**src/rtl/dma_arb_pkg.sv**
```systemverilog
// Package: shared types for the DMA bus arbiter.
// Assumes: nothing beyond standard SystemVerilog.
package dma_arb_pkg;

    // Reason behind the next grant value, used for readability and checks.
    typedef enum logic [2:0] {
        CAUSE_FREE     = 3'd0,  // no owner, open arbitration
        CAUSE_RELEASE  = 3'd1,  // owner dropped request
        CAUSE_LOCKED   = 3'd2,  // init-fill owner holds the bus
        CAUSE_MIDITEM  = 3'd3,  // owner is inside an item
        CAUSE_BLOCKING = 3'd4,  // blocking owner at item end
        CAUSE_REARB    = 3'd5   // plain owner at item end
    } arb_cause_e;

endpackage

```
**src/rtl/dma_arb_pick.sv**
```systemverilog
// Module: combinational winner search over all requesting channels.
// Picks the largest level; on equal levels the lower index is kept.
// Assumes: prio is packed with channel i at bits [PW*i +: PW].
module dma_arb_pick #(
    parameter int N  = 4,
    parameter int PW = 3,
    localparam int IW = (N > 1) ? $clog2(N) : 1
) (
    input  logic [N-1:0]    req,
    input  logic [N*PW-1:0] prio,
    output logic            found,
    output logic [IW-1:0]   win_idx,
    output logic [PW-1:0]   win_prio
);

    // Linear scan: a later channel replaces the best only on a strictly larger level.
    always_comb begin
        found    = 1'b0;
        win_idx  = '0;
        win_prio = '0;
        for (int i = 0; i < N; i++) begin
            if (req[i]) begin
                if (!found || (prio[PW*i +: PW] > win_prio)) begin
                    found    = 1'b1;
                    win_idx  = IW'(i);
                    win_prio = prio[PW*i +: PW];
                end
            end
        end
    end

endmodule

```
**src/rtl/dma_arb_policy.sv**
```systemverilog
// Module: ownership policy; decides whether to keep the current owner
// or hand the bus to the winner found by dma_arb_pick.
// Assumes: grant_q is one-hot or zero (guaranteed by the top register).
module dma_arb_policy
    import dma_arb_pkg::*;
#(
    parameter int N  = 4,
    parameter int PW = 3,
    localparam int IW = (N > 1) ? $clog2(N) : 1
) (
    input  logic [N-1:0]    grant_q,
    input  logic [N-1:0]    req,
    input  logic [N*PW-1:0] prio,
    input  logic [N-1:0]    lock,
    input  logic [N-1:0]    blocking,
    input  logic            item_end,
    input  logic            found,
    input  logic [IW-1:0]   win_idx,
    input  logic [PW-1:0]   win_prio,
    output logic [N-1:0]    grant_d,
    output arb_cause_e      cause
);

    logic          own_valid;
    logic [IW-1:0] own_idx;
    logic          own_req;
    logic          own_lock;
    logic          own_blk;
    logic [PW-1:0] own_prio;
    logic          take_win;
    logic [N-1:0]  win_vec;

    // Decode the owner index and its attributes from the one-hot grant.
    always_comb begin
        own_valid = |grant_q;
        own_idx   = '0;
        for (int i = 0; i < N; i++) begin
            if (grant_q[i]) own_idx = IW'(i);
        end
        own_req  = req[own_idx];
        own_lock = lock[own_idx];
        own_blk  = blocking[own_idx];
        own_prio = prio[PW*own_idx +: PW];
    end

    // Apply the hand-over rules in order of precedence.
    always_comb begin
        take_win = 1'b0;
        cause    = CAUSE_FREE;
        if (!own_valid) begin
            take_win = 1'b1;
            cause    = CAUSE_FREE;
        end else if (!own_req) begin
            take_win = 1'b1;
            cause    = CAUSE_RELEASE;
        end else if (own_lock) begin
            cause    = CAUSE_LOCKED;
        end else if (!item_end) begin
            cause    = CAUSE_MIDITEM;
        end else if (own_blk) begin
            take_win = (win_prio > own_prio);
            cause    = CAUSE_BLOCKING;
        end else begin
            take_win = 1'b1;
            cause    = CAUSE_REARB;
        end
    end

    // Form the one-hot vector of the winner, one generate slice per channel.
    for (genvar g = 0; g < N; g++) begin : g_win
        assign win_vec[g] = found && (win_idx == IW'(g));
    end

    // Select the next grant value.
    always_comb begin
        grant_d = take_win ? win_vec : grant_q;
    end

endmodule

```
**src/rtl/dma_prio_arbiter.sv**
```systemverilog
// Module: top of the DMA bus arbiter. Registers the grant and derives the
// bus-hold indication for lower-priority masters.
// Assumes: item_end is asserted by the owner on the last cycle of an item;
// it is ignored when there is no owner.
module dma_prio_arbiter
    import dma_arb_pkg::*;
#(
    parameter int N  = 4,
    parameter int PW = 3,
    localparam int IW = (N > 1) ? $clog2(N) : 1
) (
    input  logic            clk,
    input  logic            rst_n,
    input  logic [N-1:0]    req,
    input  logic [N*PW-1:0] prio,
    input  logic [N-1:0]    lock,
    input  logic [N-1:0]    blocking,
    input  logic            item_end,
    output logic [N-1:0]    grant,
    output logic            bus_hold
);

    logic          found;
    logic [IW-1:0] win_idx;
    logic [PW-1:0] win_prio;
    logic [N-1:0]  grant_d;
    logic [N-1:0]  grant_q;
    arb_cause_e    cause;

    dma_arb_pick #(.N(N), .PW(PW)) pick_i (
        .req      (req),
        .prio     (prio),
        .found    (found),
        .win_idx  (win_idx),
        .win_prio (win_prio)
    );

    dma_arb_policy #(.N(N), .PW(PW)) policy_i (
        .grant_q  (grant_q),
        .req      (req),
        .prio     (prio),
        .lock     (lock),
        .blocking (blocking),
        .item_end (item_end),
        .found    (found),
        .win_idx  (win_idx),
        .win_prio (win_prio),
        .grant_d  (grant_d),
        .cause    (cause)
    );

    // Grant register with synchronous active-low reset.
    always_ff @(posedge clk) begin
        if (!rst_n) grant_q <= '0;
        else        grant_q <= grant_d;
    end

    assign grant    = grant_q;
    assign bus_hold = |(grant_q & (lock | blocking));

    // never more than one grant bit.
    a_r5_onehot: assert property (@(posedge clk) disable iff (!rst_n)
        $onehot0(grant_q));

    // nobody requesting means nobody granted next cycle.
    a_r2_idle: assert property (@(posedge clk) disable iff (!rst_n)
        (req == '0) |=> (grant_q == '0));

    // hold implies an owner exists.
    a_r11_hold_owner: assert property (@(posedge clk) disable iff (!rst_n)
        bus_hold |-> (grant_q != '0));

    for (genvar c = 0; c < N; c++) begin : g_chk
        // a grant only goes to a channel that requested the cycle before.
        a_r5_req_first: assert property (@(posedge clk) disable iff (!rst_n)
            !req[c] |=> !grant_q[c]);
        // an owner that drops its request is released.
        a_r8_release: assert property (@(posedge clk) disable iff (!rst_n)
            (grant_q[c] && !req[c]) |=> !grant_q[c]);
        // no hand-over in the middle of an item.
        a_r6_mid_item: assert property (@(posedge clk) disable iff (!rst_n)
            (grant_q[c] && req[c] && !item_end) |=> grant_q[c]);
        // a locked requesting owner is never preempted.
        a_r9_lock: assert property (@(posedge clk) disable iff (!rst_n)
            (grant_q[c] && req[c] && lock[c]) |=> grant_q[c]);
    end

endmodule

```
**config.mk**
```make
export PLATFORM = sky130hd
export DESIGN_NAME = dma_prio_arbiter
export DESIGN_NICKNAME = d
export VERILOG_FILES = /design/src/rtl/dma_arb_pkg.sv /design/src/rtl/dma_arb_pick.sv /design/src/rtl/dma_arb_policy.sv /design/src/rtl/dma_prio_arbiter.sv
export SDC_FILE = /design/constraint.sdc
export NUM_CORES = 1
export LEC_CHECK = 0
export BUFFER_PORTS_ARGS = -buffer_cell sky130_fd_sc_hd__buf_2
export CAP_MARGIN = 20
export CORE_UTILIZATION = 50
export DETAILED_ROUTE_END_ITERATION = 6
export GPL_TIMING_DRIVEN = 0
export PLACE_DENSITY = 0.8
export SYNTH_ARGS = -nofsm -noshare
export SYNTH_HDL_FRONTEND = slang
export SYNTH_SLANG_ARGS = --single-unit
export TNS_END_PERCENT = 10
```
**constraint.sdc**
```tcl
create_clock -name clk -period 5.7 [get_ports clk]
set_clock_uncertainty 0.15 [all_clocks]
set_input_delay 0.285 -clock clk [delete_from_list [all_inputs] [get_ports clk]]
set_output_delay 0.285 -clock clk [all_outputs]
set_load 0.01 [all_outputs]
```
## Word-level counts from Yosys, hierarchy flattened

Cells that the tools add are included.

- Input port bits: 27
- Memory bits (writable): 0
- Bits in latches: 0
- Output and inout port bits: 5
- Logic and storage cells: 60
- Bits in registers: 4
- Memories kept: 0
- Bits in read-only memories: 0

- Eq/ne operators: 3
- Bitwise logic cells: 2
- Add/subtract/negate cells: 0
- Shift operators: 1
- Reductions and logical operators: 13
- Magnitude comparators: 5
- Div/mod/pow operators: 0
- $mul: 1
- Muxes and demuxes: 34

Operators by type and width:

| cell | number |
|---|---|
| 2-to-1 mux 3 bit | 7 |
| 2-to-1 mux 1 bit | 17 |
| 2-to-1 mux 2 bit | 7 |
| greater-than comparator 3 bit | 4 |
| indexed part select 12 x 5 -> 3 bit | 1 |
| OR reduction 4 bit | 2 |
| binary-select mux 1 bit (select 2 bit) | 3 |
| bitwise AND 4 bit | 1 |
| == test 2 bit, second input constant | 2 |
| logical AND 1 bit | 4 |
| multiplier 2 x 2 -> 4 bit, first input constant | 1 |
| bitwise OR 4 bit | 1 |
| logical NOT 1 bit | 3 |
| logical OR 1 bit | 3 |
| < comparator 2 x 3 -> 1 bit, second input constant | 1 |
| == test 2 x 1 -> 1 bit, second input constant | 1 |
| logical NOT 2 bit | 1 |

## Depth between registers and ports, before layout

- Depth in word-level cells: 19
- Gate-level depth with buffers: 28
- Mapped depth without buffers: 27

## Hierarchy

From an unflattened synthesis, not the netlist that was laid out.

- Cell total of the unflattened synthesis: 134
- Area, all modules: 1,003.5 µm²

By module, submodules not included:

| module | area each (µm²) | instances | seq. area each (µm²) | cells each |
|---|---|---|---|---|
| dma_arb_policy | 437.9 | 1 | 0.0 | 61 |
| dma_arb_pick | 434.2 | 1 | 0.0 | 60 |
| dma_prio_arbiter | 131.4 | 1 | 80.1 | 13 |

## Worst setup path before layout

No wires, ideal clock.

- Path kind: input to register
- Start: input port prio[1]
- End: register grant_q[0], in the netlist grant[0]
- Setup slack: 0.412 ns
- Data arrival time: 5.067 ns
- Path buffers: 1
- Cell stages on the path: 27
- Required time: 5.478 ns
- Setup time: 0.072 ns
- Cells stage by stage: nand2_1 -> ha_1 -> nor2b_1 -> o21ai_1 -> a32oi_2 -> o21a_2 -> a22oi_2 -> ha_1 -> nor2b_1 -> o21a_1 -> o311ai_4 -> mux2_2 -> ha_1 -> nor2b_1 -> o21ai_0 -> a21oi_1 -> a31oi_1 -> nand2_1 -> o221ai_1 -> ha_1 -> nor2b_1 -> o21ai_0 -> a32oi_1 -> o2111ai_1 -> and3_1 -> buf_6 -> mux2i_1

- Cells in the longest elaborated chain, start to end: 19
- Elaborated cells on any way between the ends: 36
- Classes of those cells: order compare (4); shift (1); mux (24); reduce/logical (7)

RTL lines:

| element | line | RTL |
|---|---|---|
| start, declared | dma_prio_arbiter.sv:15 | `input logic [N*PW-1:0] prio,` |
| 2-to-1 mux 3 bit | dma_arb_pick.sv:22 | `if (req[i]) begin` |
| greater-than comparator 3 bit | dma_arb_pick.sv:23 | `if (!found \|\| (prio[PW*i +: PW] > win_prio)) begin` |
| logical OR 1 bit | dma_arb_pick.sv:23 |  |
| 2-to-1 mux 3 bit / 2-to-1 mux 1 bit (equally long branches) | dma_arb_pick.sv:23 |  |
| 2-to-1 mux 3 bit / 2-to-1 mux 1 bit (equally long branches) | dma_arb_pick.sv:22 |  |
| greater-than comparator 3 bit / logical NOT 1 bit (equally long branches) | dma_arb_pick.sv:23 |  |
| logical OR 1 bit | dma_arb_pick.sv:23 |  |
| 2-to-1 mux 3 bit / 2-to-1 mux 1 bit (equally long branches) | dma_arb_pick.sv:23 |  |
| [... 3 more ...] | -- |  |
| 2-to-1 mux 3 bit | dma_arb_pick.sv:23 |  |
| 2-to-1 mux 3 bit | dma_arb_pick.sv:22 |  |
| greater-than comparator 3 bit | dma_arb_policy.sv:61 | `take_win = (win_prio > own_prio);` |
| 2-to-1 mux 1 bit | dma_arb_policy.sv:60 | `end else if (own_blk) begin` |
| 2-to-1 mux 1 bit | dma_arb_policy.sv:58 | `end else if (!item_end) begin` |
| 2-to-1 mux 1 bit | dma_arb_policy.sv:56 | `end else if (own_lock) begin` |
| 2-to-1 mux 1 bit | dma_arb_policy.sv:53 | `end else if (!own_req) begin` |
| 2-to-1 mux 1 bit | dma_arb_policy.sv:50 | `if (!own_valid) begin` |
| end signal, assigned | dma_prio_arbiter.sv:55 | `else grant_q <= grant_d;` |
| end, declared | dma_prio_arbiter.sv:27 | `logic [N-1:0] grant_q;` |

Parallel ways exist; a longest one is shown, timed or not.
A chain may end at the register's enable or synchronous reset.

## Worst setup path in the final report

- Start: input port req[0]
- End: register grant_q[2], in the netlist grant[2]

- Cells in the longest elaborated chain, start to end: 19
- Elaborated cells on any way between the ends: 39
- Classes of those cells: order compare (4); eq/ne (1); mux (27); reduce/logical (7)

RTL lines:

| element | line | RTL |
|---|---|---|
| start, declared | dma_prio_arbiter.sv:14 | `input logic [N-1:0] req,` |
| 2-to-1 mux 3 bit / 2-to-1 mux 1 bit (equally long branches) | dma_arb_pick.sv:22 |  |
| greater-than comparator 3 bit / logical NOT 1 bit (equally long branches) | dma_arb_pick.sv:23 |  |
| logical OR 1 bit | dma_arb_pick.sv:23 |  |
| 2-to-1 mux 3 bit / 2-to-1 mux 1 bit (equally long branches) | dma_arb_pick.sv:23 |  |
| 2-to-1 mux 3 bit / 2-to-1 mux 1 bit (equally long branches) | dma_arb_pick.sv:22 |  |
| greater-than comparator 3 bit / logical NOT 1 bit (equally long branches) | dma_arb_pick.sv:23 |  |
| logical OR 1 bit | dma_arb_pick.sv:23 |  |
| 2-to-1 mux 3 bit / 2-to-1 mux 1 bit (equally long branches) | dma_arb_pick.sv:23 |  |
| [... 3 more ...] | -- |  |
| 2-to-1 mux 3 bit | dma_arb_pick.sv:23 |  |
| 2-to-1 mux 3 bit | dma_arb_pick.sv:22 |  |
| greater-than comparator 3 bit | dma_arb_policy.sv:61 |  |
| 2-to-1 mux 1 bit | dma_arb_policy.sv:60 |  |
| 2-to-1 mux 1 bit | dma_arb_policy.sv:58 |  |
| 2-to-1 mux 1 bit | dma_arb_policy.sv:56 |  |
| 2-to-1 mux 1 bit | dma_arb_policy.sv:53 |  |
| 2-to-1 mux 1 bit | dma_arb_policy.sv:50 |  |

Parallel ways exist; a longest one is shown, timed or not. The select of a mux whose other input is x is not followed.

==> metrics.log <==
[metrics] CP Max Fanout: 7
[metrics] pre-CTS setup slack: -0.3141 ns
[metrics] Core Util, Final: 0.6891
[metrics] RSZ-0062 raised after global routing: false
[metrics] x dimension of the die: about 45 um
[metrics] IO buf count: 31
[metrics] highest ir drop seen on vdd: 95.88 uV
[metrics] max-slew violation total from the final report: 0
[metrics] Critical Path End Type: register
[metrics] number of iterations in the first detailed-routing pass: 4
[metrics] slowest cell on the critical path: mux2_2
[metrics] Post-Synthesis Net Count: around 160
[metrics] Top cell by count, worst path: nor2b_1
[metrics] final HPWL from detailed placement: roughly 2 mm
[metrics] # IOs: 32
[metrics] power density of the placed cells: about 190 mW/mm^2
[metrics] post-route fraction of the period consumed by the critical path: 0.9477
[metrics] Crit Path Class: primary input to register
[metrics] Routed wire per std cell: about 14 um
[metrics] Finish-stage setup viols: 0
[metrics] number of flip-flops in the largest register: 4
[metrics] via count of the first global-routing pass: a little under 1000
[metrics] core footprint: approximately 0.0017 mm^2
[metrics] deepest clock path buffer count: 2
[metrics] clock-pin slew on the worst setup and hold paths: 0.04 ns
[metrics] post-layout net count: between 150 and 200
[metrics] yosys synthesis warning count: 0
[metrics] required time of the critical path: 5.70 ns
[metrics] die footprint: 0.002010 mm^2
[metrics] flip-flop and latch count after synthesis: 4
[metrics] detailed router's first-iteration violation count: between 40 and 50
[metrics] multi-input gate area in the final layout: ~800 um^2
[metrics] path type of the worst min-delay path: primary input to register
[metrics] DR vias: between 1000 and 1500
[metrics] number of fill cells in the layout: between 150 and 200
[metrics] final number of hold-violating endpoints: 0
[metrics] clock net sink count: 4
[metrics] synth cell count leaders: nand2_1, ha_1, inv_1, mux2i_1, o21ai_0
[metrics] gp weighted congestion: 0.8722
[metrics] wire length of the first global-routing pass: around 4 mm
[metrics] root buffer cell: clkbuf_4
[metrics] global-route usage over all layers: 0.2594
[metrics] # rows: 15
[metrics] cell with the most instances after synthesis: nand2_1
[metrics] count of inserted antenna diode cells: 0
[metrics] Placed Instance Area: between 0.001 and 0.0015 mm^2
[metrics] startpoint type of the worst setup path: primary input
[metrics] arrival time at the worst endpoint: approximately 5.4 ns
[metrics] Final Worst Setup Slack: between 0.2 and 0.3 ns
[metrics] via-per-instance ratio: between 5 and 6
[metrics] synthesized netlist cell count: between 100 and 150
[metrics] Clk Latency, worst-skew pair: approximately 0.24 ns
[metrics] transition time of the tightest slew-check pin: about 0.53 ns
[metrics] initial antenna violation count: 0
[metrics] final global-route overflow total: 0
[metrics] area overhead of the layout relative to synthesis: 29.74%
[metrics] Yosys top cell area share: 0.1637
[metrics] Top FF cell, synth: dfxtp_1
[metrics] Storage cell area: ~80 um^2
[metrics] achievable frequency: 185.1 MHz
[metrics] slowest stage delay, CP: between 0.3 and 0.4 ns
[metrics] H-tree depth reported by CTS: 1
[metrics] number of max-capacitance violations reported: 0
[metrics] EDFF count, synth: 0
[metrics] Tot Pwr: ~230 uW
[metrics] outcome: complete, no violations
[metrics] largest net degree at the start of global routing: 11
[metrics] Fin Setup TNS: 0 ns
[metrics] Starting Density: 0.5312
[metrics] Worst slew margin: 0.6474
[metrics] synthesized cell area: 917.1 um^2
[metrics] area leader, netlist: ha_1
[metrics] Post-Layout Inst Area: roughly 0.0012 mm^2
[metrics] post-synthesis async set-or-reset flop share: 0
[metrics] sequential cell area fraction in the yosys report: 0.08731
[metrics] ratio of cells with drive above 1 in the final layout: 0.3718
[metrics] wire length after detailed routing: about 2.5 mm
[metrics] leading post-synthesis cells by cell area: ha_1, mux2i_1, dfxtp_1
[metrics] count of nets left with antenna violations after detail routing: 0
[metrics] average size of a mapped cell: around 7.6 um^2
[metrics] clock tree from TritonCTS: done
[metrics] number of design rule violations left after detail routing: 0
[metrics] post-layout min period: 5.402 ns
[metrics] leakage power: about 0.55 nW
[metrics] Die Y: approximately 45 um
[metrics] number of unique standard cell types used by synthesis: 37
[metrics] number of clock buffers inserted by TritonCTS: 3
## kinds of logic after synthesis
logic type      synth area share
simple gates              0.1883
flops                    0.08732
buf+inv                  0.09004
fa+ha+maj                 0.1637
mux                       0.1228
compound gates            0.3479
## layout make-up
class,instances,area share
repair buffers,33,0.1451
flip-flops and latches,4,0.06730
well taps,25,0.02629
clock buffers,3,0.01893
multi-input cells,100,0.6730
inverters,12,0.03996
plain buffers,4,0.02944
## stage by stage
stage	std cells	hold slack, ns
global route	181	0.2244
detailed placement	176	0.3531
finish	181	0.2249
floorplan	120	0.2738
global placement	176	0.3456
CTS	180	0.2166
## report_power, final
part	total [mW]	internal (mW)	leakage, nW	switching, mW
Clock	0.0359	0.0236	0.0138	0.0123
Combinational	0.159	0.0744	0.505	0.0848
Sequential	0.0363	0.0317	0.0328	0.00453
## worst max-delay path, delay by kind of cell
| family | cells | cell delay [ns] |
|---|---|---|
| fa+ha+maj | 4 | 1.08 |
| simple gates | 7 | 0.90 |
| compound gates | 13 | 2.30 |
| buf+inv | 2 | 0.27 |
| mux | 2 | 0.57 |
## layout by cell type, fill, tap and decap left out, types with 2 or more instances in the layout
cell       netlist  routed
buf_2            1      31
o221ai_1         3       2
o2111ai_1        2       2
a22oi_2          2       2
nor2b_1          6       6
mux2i_1          9       9
a21oi_1          5       3
nor2_1           5       5
a21oi_2          0       2
inv_1           11      11
a211oi_1         4       4
buf_4            1       3
nand2_1         19      17
o21ai_1          2       3
clkbuf_4         0       4
mux2_2           2       2
nand3_1          2       2
ha_1            12      11
o21ai_0          8       7
dfxtp_1          4       4
a31oi_1          3       2
buf_6            2       2
nand2_2          0       2
## metal layers
layer | vias to the layer above | wire length [um] | track usage
met5 | - | 0 | 0
met4 | 0 | 0 | 0.05455
met3 | 0 | 108 | 0.02400
met2 | 29 | 1328 | 0.5088
met1 | 491 | 1091 | 0.3002
li1 | 523 | - | -
## timing repair
item                                    CTS  global route
pin swaps                                 1             5
resized for setup                         1             9
hold buffers                              0             0
hold endpoints to repair                  0             0
buffers inserted                          1             1
endpoints found under the setup margin    4             4
## path summary, 6_finish.rpt
check / startpoint / endpoint / slack [ns] / cells past startpoint
max reg2reg: grant[1] / grant[2] / 3.00 / 13
max: req[0] / grant[2] / 0.30 / 28
min: rst_n / grant[0] / 0.22 / 3
min reg2reg: grant[0] / grant[0] / 0.37 / 2
Power figures use the tool's default switching activity.
